$ cat config.mk
export PLATFORM = sky130hd
export DESIGN_NAME = clkmode_seq
export DESIGN_NICKNAME = d
export VERILOG_FILES = /design/src/rtl/clkmode_pkg.sv /design/src/rtl/clkmode_dec.sv /design/src/rtl/clkmode_fsm.sv /design/src/rtl/clkmode_div.sv /design/src/rtl/clkmode_cfg.sv /design/src/rtl/clkmode_seq.sv
export SDC_FILE = /design/constraint.sdc
export NUM_CORES = 1
export LEC_CHECK = 0
export CAP_MARGIN = 0
export CORE_MARGIN = 2
export CORE_UTILIZATION = 30
export DETAILED_ROUTE_END_ITERATION = 10
export PLACE_DENSITY = 0.68
export RECOVER_POWER = 50
export SLEW_MARGIN = 5
export SYNTH_ARGS = -nofsm -noshare
export SYNTH_HDL_FRONTEND = slang
export SYNTH_SLANG_ARGS = --single-unit
$ cat constraint.sdc
create_clock -name clk_osc -period 1.7 [get_ports clk_osc]
set_input_delay 0.34 -clock clk_osc [delete_from_list [all_inputs] [get_ports clk_osc]]
set_output_delay 0.34 -clock clk_osc [all_outputs]
set_load 0.02 [all_outputs]
$ cat src/rtl/clkmode_pkg.sv
package clkmode_pkg;

   typedef enum logic [2:0] {
      ST_FAST, ST_SYNC, ST_PLL, ST_PLL2, ST_SLOW, ST_DEEP
   } cm_state_e;

   typedef enum logic [2:0] {
      REQ_NONE, REQ_FAST, REQ_PLL, REQ_PLL2, REQ_SLOW, REQ_DEEP
   } cm_req_e;

   typedef enum logic [2:0] {
      SEL_OSC = 3'd0, SEL_PLL = 3'd1, SEL_PLL2 = 3'd2, SEL_SLOW = 3'd3, SEL_DEEP = 3'd4
   } cm_sel_e;

   localparam logic [3:0] CODE_FAST = 4'h1;
   localparam logic [3:0] CODE_PLL  = 4'h3;
   localparam logic [3:0] CODE_PLL2 = 4'h7;
   localparam logic [3:0] CODE_SLOW = 4'h5;
   localparam logic [3:0] CODE_DEEP = 4'h9;

endpackage

$ cat src/rtl/clkmode_dec.sv
module clkmode_dec
   import clkmode_pkg::*;
(
   input  logic       strobe,
   input  logic [3:0] code,
   output cm_req_e    req
);
   always_comb begin
      req = REQ_NONE;
      if (strobe) begin
         case (code)
            CODE_FAST: req = REQ_FAST;
            CODE_PLL:  req = REQ_PLL;
            CODE_PLL2: req = REQ_PLL2;
            CODE_SLOW: req = REQ_SLOW;
            CODE_DEEP: req = REQ_DEEP;
            default:   req = REQ_NONE;
         endcase
      end
   end
endmodule

$ cat src/rtl/clkmode_fsm.sv
module clkmode_fsm
   import clkmode_pkg::*;
#(
   parameter int SYNC_CYC = 8
) (
   input  logic      clk,
   input  logic      rst_n,
   input  cm_req_e   req,
   input  logic      lock_ok,
   input  logic      irq_off,
   input  logic      err_rd,
   output cm_state_e state_q,
   output logic      tgt_pll2_q,
   output logic      err_q
);
   localparam int CNT_W = (SYNC_CYC > 1) ? $clog2(SYNC_CYC) : 1;
   localparam logic [CNT_W-1:0] CNT_LAST = CNT_W'(SYNC_CYC - 1);

   cm_state_e        nxt;
   logic             nxt_pll2;
   logic             reject;
   logic             sync_done;
   logic [CNT_W-1:0] cnt_q;

   assign sync_done = (state_q == ST_SYNC) && lock_ok && (cnt_q == CNT_LAST);

   always_comb begin
      nxt      = state_q;
      nxt_pll2 = tgt_pll2_q;
      reject   = 1'b0;
      if (state_q == ST_SYNC) begin
         if (sync_done) nxt = tgt_pll2_q ? ST_PLL2 : ST_PLL;
         if (req != REQ_NONE) reject = 1'b1;
      end else if (req != REQ_NONE) begin
         if (!irq_off) begin
            reject = 1'b1;
         end else begin
            case (state_q)
               ST_FAST: begin
                  case (req)
                     REQ_PLL, REQ_PLL2: begin
                        if (lock_ok) begin
                           nxt      = ST_SYNC;
                           nxt_pll2 = (req == REQ_PLL2);
                        end else begin
                           reject = 1'b1;
                        end
                     end
                     REQ_SLOW: nxt = ST_SLOW;
                     REQ_DEEP: nxt = ST_DEEP;
                     default:  nxt = ST_FAST;
                  endcase
               end
               ST_SLOW, ST_DEEP: begin
                  case (req)
                     REQ_PLL, REQ_PLL2: reject = 1'b1;
                     REQ_SLOW: nxt = ST_SLOW;
                     REQ_DEEP: nxt = ST_DEEP;
                     default:  nxt = ST_FAST;
                  endcase
               end
               default: begin
                  if (req == REQ_FAST) nxt = ST_FAST;
                  else reject = 1'b1;
               end
            endcase
         end
      end
   end

   always_ff @(posedge clk or negedge rst_n) begin
      if (!rst_n) begin
         state_q    <= ST_FAST;
         tgt_pll2_q <= 1'b0;
         cnt_q      <= '0;
         err_q      <= 1'b0;
      end else begin
         state_q    <= nxt;
         tgt_pll2_q <= nxt_pll2;
         if (state_q != ST_SYNC)      cnt_q <= '0;
         else if (lock_ok && !sync_done) cnt_q <= cnt_q + 1'b1;
         if (reject)      err_q <= 1'b1;
         else if (err_rd) err_q <= 1'b0;
      end
   end
endmodule

$ cat src/rtl/clkmode_div.sv
module clkmode_div #(
   parameter int DIV_LOG2 = 7
) (
   input  logic clk,
   input  logic rst_n,
   input  logic slow_mode,
   output logic clk_en
);
   logic [DIV_LOG2-1:0] pre_q;

   always_ff @(posedge clk or negedge rst_n) begin
      if (!rst_n) pre_q <= '0;
      else        pre_q <= pre_q + 1'b1;
   end

   assign clk_en = !slow_mode || (&pre_q);
endmodule

$ cat src/rtl/clkmode_cfg.sv
module clkmode_cfg #(
   parameter int PMF_W = 6,
   parameter int IOP_W = 4
) (
   input  logic             clk,
   input  logic             rst_n,
   input  logic             allow,
   input  logic             wr_pmf,
   input  logic             wr_iop,
   input  logic [31:0]      wdata,
   output logic [PMF_W-1:0] pmf_q,
   output logic [IOP_W-1:0] iop_q
);
   always_ff @(posedge clk or negedge rst_n) begin
      if (!rst_n) begin
         pmf_q <= '0;
         iop_q <= '0;
      end else if (allow) begin
         if (wr_pmf) pmf_q <= wdata[PMF_W-1:0];
         if (wr_iop) iop_q <= wdata[IOP_W-1:0];
      end
   end
endmodule

$ cat src/rtl/clkmode_seq.sv
module clkmode_seq
   import clkmode_pkg::*;
#(
   parameter int                PMF_W     = 6,
   parameter int                IOP_W     = 4,
   parameter int                SYNC_CYC  = 8,
   parameter int                DIV_LOG2  = 7,
   parameter int                PERIPH_N  = 8,
   parameter logic [PERIPH_N-1:0] DEEP_KEEP = PERIPH_N'(3)
) (
   input  logic                clk_osc,
   input  logic                rst_n,
   input  logic                bus_wr,
   input  logic [1:0]          bus_addr,
   input  logic [31:0]         bus_wdata,
   input  logic                bus_full,
   input  logic                stat_rd,
   input  logic                pll_lock,
   input  logic                irq_dma_off,
   output logic [3:0]          mode_rd,
   output logic                lock_sts,
   output logic                pll_active,
   output logic                mode_err,
   output logic [PMF_W-1:0]    pmf_q,
   output logic [IOP_W-1:0]    iop_q,
   output logic [2:0]          clk_sel,
   output logic                cpu_clk_en,
   output logic [PERIPH_N-1:0] periph_en
);
   if (PMF_W < 1 || PMF_W > 32) begin : g_bad_pmf
      $error("PMF_W out of range");
   end
   if (IOP_W < 1 || IOP_W > 32) begin : g_bad_iop
      $error("IOP_W out of range");
   end
   if (SYNC_CYC < 2) begin : g_bad_sync
      $error("SYNC_CYC must be at least 2");
   end
   if (DIV_LOG2 < 1) begin : g_bad_div
      $error("DIV_LOG2 must be at least 1");
   end

   cm_req_e   req;
   cm_state_e state_q;
   logic      tgt_pll2_q;
   logic      lock_q;
   logic      is_slow;

   always_ff @(posedge clk_osc or negedge rst_n) begin
      if (!rst_n) lock_q <= 1'b0;
      else        lock_q <= pll_lock;
   end
   assign lock_sts = lock_q;

   clkmode_dec u_dec (
      .strobe (bus_wr && bus_full && (bus_addr == 2'd0)),
      .code   (bus_wdata[3:0]),
      .req    (req)
   );

   clkmode_fsm #(.SYNC_CYC(SYNC_CYC)) u_fsm (
      .clk        (clk_osc),
      .rst_n      (rst_n),
      .req        (req),
      .lock_ok    (lock_q),
      .irq_off    (irq_dma_off),
      .err_rd     (stat_rd),
      .state_q    (state_q),
      .tgt_pll2_q (tgt_pll2_q),
      .err_q      (mode_err)
   );

   clkmode_cfg #(.PMF_W(PMF_W), .IOP_W(IOP_W)) u_cfg (
      .clk    (clk_osc),
      .rst_n  (rst_n),
      .allow  (state_q == ST_FAST),
      .wr_pmf (bus_wr && (bus_addr == 2'd1)),
      .wr_iop (bus_wr && (bus_addr == 2'd2)),
      .wdata  (bus_wdata),
      .pmf_q  (pmf_q),
      .iop_q  (iop_q)
   );

   assign is_slow = (state_q == ST_SLOW) || (state_q == ST_DEEP);

   clkmode_div #(.DIV_LOG2(DIV_LOG2)) u_div (
      .clk       (clk_osc),
      .rst_n     (rst_n),
      .slow_mode (is_slow),
      .clk_en    (cpu_clk_en)
   );

   always_comb begin
      case (state_q)
         ST_SYNC: begin mode_rd = tgt_pll2_q ? CODE_PLL2 : CODE_PLL; clk_sel = SEL_OSC;  end
         ST_PLL:  begin mode_rd = CODE_PLL;  clk_sel = SEL_PLL;  end
         ST_PLL2: begin mode_rd = CODE_PLL2; clk_sel = SEL_PLL2; end
         ST_SLOW: begin mode_rd = CODE_SLOW; clk_sel = SEL_SLOW; end
         ST_DEEP: begin mode_rd = CODE_DEEP; clk_sel = SEL_DEEP; end
         default: begin mode_rd = CODE_FAST; clk_sel = SEL_OSC;  end
      endcase
   end

   assign pll_active = (state_q == ST_PLL) || (state_q == ST_PLL2);

   for (genvar i = 0; i < PERIPH_N; i++) begin : g_pen
      assign periph_en[i] = (state_q == ST_DEEP) ? DEEP_KEEP[i] : 1'b1;
   end
endmodule

==> impl_metrics.yaml <==
layout:
  insertedDiodeCount: 0
  utilization_pct: 48.98
  drive_above_1_share_pct: 38.76
  area_growth_syn_to_layout_pct: 54.29
  finalNetCount: 254
  fillerInstances: 416
grt:
  antenna_found_initial: 0
  globalRoute.totalOverflow: 0
  grt.met3_usage_pct: 3.611
  wire_length_of_the_first_global_routing_pass_um: 5388
  number_of_global_route_vias_before_repair: 1187
  global_route.usage.total_pct: 13.07
  grtUsageMet2_pct: 21.00
  grt_most_used_layer: "met2"
  grt_util_met1_pct: 17.22
  grt_max_degree: 27
floorplan:
  boundaryPins: 70
  initial_utilization_pct: 31.75
  die_h_um: 72.35
  coreArea_um2: 4414
  std_cell_rows: 24
  die_area_um2: 5234
  die_w_um: 72.35
sta:
  max_slew.worst_pin.slew_ns: 0.6573
  max_clock_freq_ghz: 0.5910
  final-setup-viol-count: 0
  rsz_0062_raised_after_global_routing: "true"
  drv_slew: 0
  timing.final.hold_violations: 0
  holdWs_ns: 0.4820
  post_route_minimum_period_ns: 1.692
  final_min_period_over_clock_period_pct: 99.53
  max-slew-margin-rel_pct: 56.18
  worst_case_clock_skew_ns: 0.005889
setup_path:
  cp_data_arrival_time_ns: 1.85
  endpoint_kind: "flip-flop"
  setup.worst_path.start_class: "flip-flop"
  cp_max_fo: 8
  critical_path_class: "reg -> reg"
  critical_path_required_time_ns: 1.86
drt:
  post_drt_via_cell_ratio: 4.644
  post_drt_wl_per_cell_um: 12.38
  drcViolationCount: 0
  routed-via-count: 1212
  post_detailed_routing_wire_length_um: 3230
  detail_route.first_pass.iterations: 4
  postRouteAntennaNets: 0
  dr.first_iter.drc_count: 21
place:
  finalWeightedCongestion: 0.8262
  portBuffers: 40
  detailed_place_hpwl_um: 2505
clock_network:
  numCtsBuffers: 3
  cts.reportedPaths.clkPinSlew_ns: 0.09
  cts.hold.buffers_added: 0
  clkLatencyLatePin_ns: 0.27
  cts-htree-levels: 1
  cts_tree: "yes"
  maximum_number_of_buffers_from_clock_root_to_sink: 2
  cts-root-buf: "sky130_fd_sc_hd__clkbuf_8"
  clock_sinks: 26
yosys:
  synthesis.area_per_instance_um2: 10.54
  yosys-top-cells-count: "sky130_fd_sc_hd__dfrtp_1, sky130_fd_sc_hd__nor2_1, sky130_fd_sc_hd__buf_4, sky130_fd_sc_hd__mux2_2, sky130_fd_sc_hd__nand3_1"
  postSynthCellCount: 133
  yosys_warnings: 0
  synth.ff_latch_count: 26
  postSynth.asyncResetShare_pct: 100.0
  synth.top_cells.by_area: "sky130_fd_sc_hd__dfrtp_1, sky130_fd_sc_hd__mux2_2, sky130_fd_sc_hd__buf_4"
  synth_top_cell_area_share_pct: 46.43
  post-synth-top-count-cell: "sky130_fd_sc_hd__dfrtp_1"
  postSynth.topFlopCell: "sky130_fd_sc_hd__dfrtp_1"
  netlist.top_cell.by_area: "sky130_fd_sc_hd__dfrtp_1"
  ys_seq_area_share_pct: 46.43
  synth_area_um2: 1401
  edff_count_synth: 0
  synth_cell_types: 39
power:
  ir_worst_vdd_v: 0.0004424
  leakagePower_nw: 1.043
  power_density_over_cell_area_nw_per_um2: 594.3
run:
  cap_viol_max_count: 0
hold_path:
  min-delay-path-class: "reg -> reg"
outcome:
  result_of_the_run: "complete, no violations"
==> layout by cell type, fill, tap and decap left out, drive strengths merged, types with 7 or more instances in the layout <==
cell type       n
nand3           8
dlygate4sd2     8
nand2           7
clkbuf          8
nor2           14
buf            49
dfrtp          26
inv             7
clkdlybuf4s50  17
mux2           10
==> sequential cells by signal (all words and copies together), names as in the netlist <==
| signal | cells |
|---|---|
| u_fsm.state_q | 3 |
| lock_sts | 1 |
| u_cfg.pmf_q | 6 |
| u_fsm.tgt_pll2_q | 1 |
| u_fsm.cnt_q | 3 |
| u_fsm.err_q | 1 |
| u_div.pre_q | 7 |
| u_cfg.iop_q | 4 |
==> worst paths after layout <==
kind                             startpoint          endpoint  slack (ns)  cells past startpoint
hold reg to reg              u_div.pre_q[6]    u_div.pre_q[6]        0.48                      1
setup reg to reg           u_fsm.state_q[2]  u_fsm.state_q[0]       0.008                      5
max in group asynchronous             rst_n  u_fsm.state_q[2]        0.62                      2
min in group asynchronous             rst_n    u_cfg.iop_q[2]        0.62                      2
hold / removal               u_div.pre_q[6]    u_div.pre_q[6]        0.48                      1
setup / recovery           u_fsm.state_q[2]  u_fsm.state_q[0]       0.008                      5
==> layer usage <==
metal,vias up,share of wire (%)
met5,-,0
li1,602,-
met1,566,47
met4,0,0.99
met2,40,44
met3,4,7.5
==> cells by family (layout without fill, tap and decap cells) <==
group | Yosys count | in the layout | share of synthesized area, %
adder cells (fa/ha/maj) | 3 | 3 | 2.679
AND/OR/NAND/NOR | 46 | 46 | 17.68
flip-flops | 26 | 26 | 46.43
multiplexers | 12 | 12 | 9.464
buffers and inverters | 19 | 93 | 8.124
XOR/XNOR | 8 | 8 | 5.000
AO/OA/AOI/OAI | 18 | 18 | 10.36
other | 1 | 3 | 0.2676
==> where the power goes <==
part           internal (mW)  total, mW  switching [mW]
Sequential             0.622      0.624         0.00252
Combinational         0.0789      0.154          0.0754
Clock                  0.315      0.506           0.191
==> what timing repair did <==
item | 4_1_cts | 5_1_grt
hold endpoints to repair | 0 | 0
pin swaps | 6 | 3
cloned | 0 | 0
endpoints found under the setup margin | 18 | 22
gates resized for setup | 58 | 15
setup buffers | 4 | 0
==> metrics by stage <==
stage	power, mW	area [um2]	worst slack (ns)	cells	TNS (ns)
finish	1.285	2162	0.008042	261	0
global route	1.340	2162	-0.05280	261	-0.1819
CTS	1.307	2155	-0.04364	261	-0.04801
detailed placement	0.7939	2081	-0.3994	254	-1.686
global placement	0.7931	2081	-0.3954	254	-1.586
floorplan	0.6935	1411	0.05559	135	0
==> final cells by class <==
cell class,instances,area (um2),area share [%]
repair buffers,82,650.6,30.09
inverters,7,26.28,1.215
flip-flops and latches,26,651.9,30.15
clock buffers,3,41.29,1.910
well taps,52,65.06,3.009
multi-input cells,90,696.9,32.23
clock inverters,1,30.03,1.389
==> worst max-delay path, stage by stage, from the launching register on <==
cell	delay, ns
sky130_fd_sc_hd__dfrtp_2	0.46
sky130_fd_sc_hd__buf_6	0.17
sky130_fd_sc_hd__o211a_4	0.26
sky130_fd_sc_hd__a221oi_4	0.31
sky130_fd_sc_hd__a21oi_1	0.11
sky130_fd_sc_hd__a311o_1	0.27
No activity file was read; power rests on OpenSTA's default activity.
